### config.mk
export PLATFORM = sky130hd
export DESIGN_NAME = tapped_shift_register
export DESIGN_NICKNAME = d
export VERILOG_FILES = /design/src/rtl/tsr_pkg.sv /design/src/rtl/tsr_segment.sv /design/src/rtl/tsr_link.sv /design/src/rtl/tsr_tap_drv.sv /design/src/rtl/tapped_shift_register.sv
export SDC_FILE = /design/constraint.sdc
export NUM_CORES = 1
export LEC_CHECK = 0
export CORE_ASPECT_RATIO = 0.9
export CORE_MARGIN = 2
export CORE_UTILIZATION = 51
export CTS_CLUSTER_SIZE = 28
export DETAILED_ROUTE_END_ITERATION = 8
export GPL_TIMING_DRIVEN = 0
export PLACE_DENSITY = 0.75
export SLEW_MARGIN = 0
export SYNTH_ARGS = -nofsm -noshare
export SYNTH_HDL_FRONTEND = slang
export SYNTH_SLANG_ARGS = --single-unit
### constraint.sdc
create_clock -name clk -period 1.1 [get_ports clk]
set_clock_uncertainty 0.15 [all_clocks]
set_input_delay 0.275 -clock clk [delete_from_list [all_inputs] [get_ports clk]]
set_output_delay 0.275 -clock clk [all_outputs]
set_load 0.02 [all_outputs]
### src/rtl/tsr_pkg.sv
package tsr_pkg;

  // Source of the first stage of a non-leading segment.
  function automatic logic link_pick(input logic seg_mode,
                                     input logic chain_bit,
                                     input logic ext_bit);
    return seg_mode ? ext_bit : chain_bit;
  endfunction

  // Tap driver enable for a given mode level.
  function automatic logic tap_enable(input logic seg_mode);
    return ~seg_mode;
  endfunction

  // Stage number (1-based) that tap k displays.
  function automatic int tap_stage(input int k, input int seg_len);
    return (k + 1) * seg_len;
  endfunction

endpackage

### src/rtl/tsr_segment.sv
module tsr_segment #(
  parameter int LEN = 16
) (
  input  logic clk,
  input  logic din,
  output logic head_q,
  output logic tail_q
);
  logic [LEN-1:0] stg;

  always_ff @(posedge clk) begin
    stg <= {stg[LEN-2:0], din};
  end

  assign head_q = stg[0];
  assign tail_q = stg[LEN-1];
endmodule

### src/rtl/tsr_link.sv
module tsr_link
  import tsr_pkg::*;
(
  input  logic seg_mode,
  input  logic chain_bit,
  input  logic ext_bit,
  output logic link_bit
);
  assign link_bit = link_pick(seg_mode, chain_bit, ext_bit);
endmodule

### src/rtl/tsr_tap_drv.sv
module tsr_tap_drv
  import tsr_pkg::*;
#(
  parameter int NUM_SEG = 4
) (
  input  logic               seg_mode,
  input  logic [NUM_SEG-1:0] tail,
  output logic [NUM_SEG-1:0] tap_out,
  output logic [NUM_SEG-1:0] tap_oe
);
  for (genvar k = 0; k < NUM_SEG; k++) begin : g_tap
    assign tap_oe[k]  = tap_enable(seg_mode);
    assign tap_out[k] = tail[k];
  end
endmodule

### src/rtl/tapped_shift_register.sv
module tapped_shift_register #(
  parameter int SEG_LEN = 16,
  parameter int NUM_SEG = 4
) (
  input  logic               clk,
  input  logic               ser_in,
  input  logic               seg_mode,
  input  logic [NUM_SEG-2:0] tap_in,
  output logic [NUM_SEG-1:0] tap_out,
  output logic [NUM_SEG-1:0] tap_oe
);
  localparam int TOTAL = SEG_LEN * NUM_SEG;

  // Named internal events for the checker.
  logic [NUM_SEG-1:0] seg_head;   // bit entering each segment
  logic [NUM_SEG-1:0] seg_first;  // first stage of each segment
  logic [NUM_SEG-1:0] seg_tail;   // last stage of each segment

  for (genvar g = 0; g < NUM_SEG; g++) begin : g_seg
    tsr_segment #(.LEN(SEG_LEN)) u_seg (
      .clk    (clk),
      .din    (seg_head[g]),
      .head_q (seg_first[g]),
      .tail_q (seg_tail[g])
    );
    if (g == 0) begin : g_lead
      assign seg_head[g] = ser_in;
    end else begin : g_join
      tsr_link u_link (
        .seg_mode  (seg_mode),
        .chain_bit (seg_tail[g-1]),
        .ext_bit   (tap_in[g-1]),
        .link_bit  (seg_head[g])
      );
    end
  end

  tsr_tap_drv #(.NUM_SEG(NUM_SEG)) u_drv (
    .seg_mode (seg_mode),
    .tail     (seg_tail),
    .tap_out  (tap_out),
    .tap_oe   (tap_oe)
  );

  initial begin
    if (SEG_LEN < 2 || NUM_SEG < 2 || TOTAL < 4)
      $display("tapped_shift_register: SEG_LEN and NUM_SEG must be at least 2");
  end
endmodule

==> results.md <==
- Status: complete, but fails checks
- Failing checks: DRC, setup timing
- Max-slew violation count: 0
- Share of cells above drive strength 1: about a third
- Die ar.: 3120 sq um
- CP delay by family, top: flip-flops
- Peak supply drop: approximately 1200 uV
- Number of buffers inserted by port buffering: 13
- Synth Area in Compound Gates: 0%
- Final wirelength: ~1.4 mm
- Setup WS post-layout: -147 ps
- Vias in the first global route: slightly above 500
- Largest net degree at the start of global routing: 10
- Crit share post-route: 113%
- Gr usage total: approximately an eighth
- CTS Hold Bufs: 0
- Synth top area share: about 93%
- Clock Latency Late Sink: between 300 and 400 ps
- Max-cap viol count: 0
- Antenna Cells: 0
- Number of flip-flops in the largest register: 64
- Clk sinks: 64
- RePlAce Congestion: 0.629
- Crit-path max cell delay: roughly 350 ps
- Synth warnings: 0
- Top reg by flops: g_seg.u_seg.stg
- Postcts setup bufs: 0
- Post-synthesis register bit count: between 60 and 70
- PD cells: 2360 nW/um^2
- Final ANT Viol Nets: 0
- IO Pins: 14
- Cell Rows: 17
- First-pass GRT wire length: 2.30 mm
- Critical path data required time: between 600 and 700 ps
- Die Wd: between 50 and 60 um
- Dpl hpwl: roughly 810 um
- Reg2reg setup slack: about 230 ps
- Highest clock rate: approximately 800 MHz
- Drt first pass iters: 5
- Top Registers: g_seg.u_seg.stg (64)
- Ranking of synthesized cells by area: dfxtp_1 (93%), buf_4 (3.8%), mux2_2 (2.5%), inv_1 (0.27%)
- Post-route cell area: around 1600 sq um
- Setup TNS: -555 ps
- Setup crit start kind: flip-flop
- Vias per cell: roughly 4
- Final Hold Fails: 0
- Largest family of logic cells by synthesized area: buffers and inverters
- Post_cts resized: between 50 and 60
- Initial antenna violation count: 0
- Worst Path Arrival: 820 ps
- Syn_nets: 81
- Slew @ Worst Pin: between 100 and 150 ps
- Final setup viols: 4
- Final-stage net count: 101
- Max-slew headroom: 92.3%
- Count of buffer and inverter cells on the critical path: 1
- Syn Std Cell Area: ~1400 sq um
- Register area: ~1300 sq um
- Critical Path, Cell by Cell: buf_6
- Chip Height: 53.2 um
- Mux cell area share after synthesis: between 2 and 2.5%
- Total grt overflow: 0
- Synth Area in Adders: 0%
- Dpl ws: -957 ps
- Core ar.: 2510 sq um
- Post-Synth XOR/XNOR Area: 0%
- Crit Path Max Fanout: 2
- DR DRC count: 3
- Fill count: roughly 180
- Leak: ~0.00069 uW
- Crit path max-delay cell type: dfxtp_2
- Final min period: approximately 1200 ps
- Initial core utilization: between 50 and 60%
- 1st-iter DRT viols: 11
- Simple-gate area share of the yosys netlist: 0%
- Kind of critical path: flip-flop to output port
- Clock tree buffer depth: 2
- Mean Syn Cell Area: ~18 sq um
- Area leader, netlist: dfxtp_1
- CTS tree: yes
- Vias: 518
- H-tree levels: 3
- Critical path endpoint category: output port
- RSZ-0062 raised after global routing: true
- CTS Buf Count: 9
- Clock root buffer master: clkbuf_4
- Routed WL per cell: ~11 um
- Layout overhead on the synthesized area: 17.9%
- Post-Syn Instances: 75
- Multi-input logic area: between 30 and 40 sq um
- DP Area: between 1500 and 2000 sq um
- Clk pin slew, worst setup/hold paths: around 90 ps
- Seq/Total Area, Yosys: 93.4%
- Min-delay worst type: input pin to flip-flop
- Count of different cell masters after synthesis: 4
==> per-layer routing <==
layer | wire (um) | up-vias | track usage [%]
met5 | 0 | - | 0
met4 | 14 | 0 | 6.82
met3 | 160 | 2 | 12.7
met2 | 539 | 20 | 14.0
met1 | 668 | 231 | 13.1
li1 | - | 265 | -
==> area by class of cell <==
type                       count  share of cell area (%)
clock buffer                  13                    5.73
clock inverter                 1                   0.310
inverter                       1                   0.387
sequential                    64                    79.6
timing repair buffer          13                    8.36
multi-input combinational      3                    2.09
buffer                         3                    1.39
tap                           28                    2.17
==> worst paths after layout <==
path | startpoint | end | cells after the start
worst min register to register | g_seg[3].u_seg.stg[10] | g_seg[3].u_seg.stg[11] | 0
worst min-delay path | seg_mode | g_seg[1].u_seg.stg[0] | 2
worst max register to register | g_seg[1].u_seg.stg[15] | g_seg[2].u_seg.stg[0] | 1
worst max-delay path | g_seg[0].u_seg.stg[15] | tap_out[0] | 1
==> where the power goes <==
group | internal, uW | leakage [uW] | switching (uW)
clock | 504 | 0.0000560 | 657
combinational | 64.9 | 0.0000986 | 45.8
sequential | 2500 | 0.000540 | 44.6
total | 3070 | 0.000695 | 747
==> logic make-up (layout without fill, tap and decap cells) <==
logic type | after synthesis | after routing
buf+inv | 8 | 31
flops | 64 | 64
mux | 3 | 3
==> Yosys cell counts (all sizes together) <==
master and count:
dfxtp 64, buf 7, mux2 3, inv 1
==> cell usage in the layout, fill, tap and decap left out <==
master / netlist / layout
buf_6: 0 / 8
inv_4: 0 / 1
clkbuf_1: 0 / 3
dfxtp_2: 0 / 4
buf_4: 7 / 3
clkbuf_4: 0 / 9
clkinv_2: 0 / 1
mux2_2: 3 / 3
dfxtp_1: 64 / 60
clkbuf_8: 0 / 1
buf_2: 0 / 1
clkdlybuf4s50_1: 0 / 4
==> stage by stage <==
step | power (uW) | std cells | utilization, % | hold slack, ps
after floorplan | 2640 | 75 | - | 153
after global placement | 2710 | 116 | 61.2 | 162
after detailed placement | 2720 | 116 | 61.2 | 162
after CTS | 3880 | 126 | 64.2 | 18.3
after global routing | 4020 | 126 | 64.4 | 15.1
final | 3820 | 126 | 64.4 | 54.2
Power figures use the tool's default switching activity.
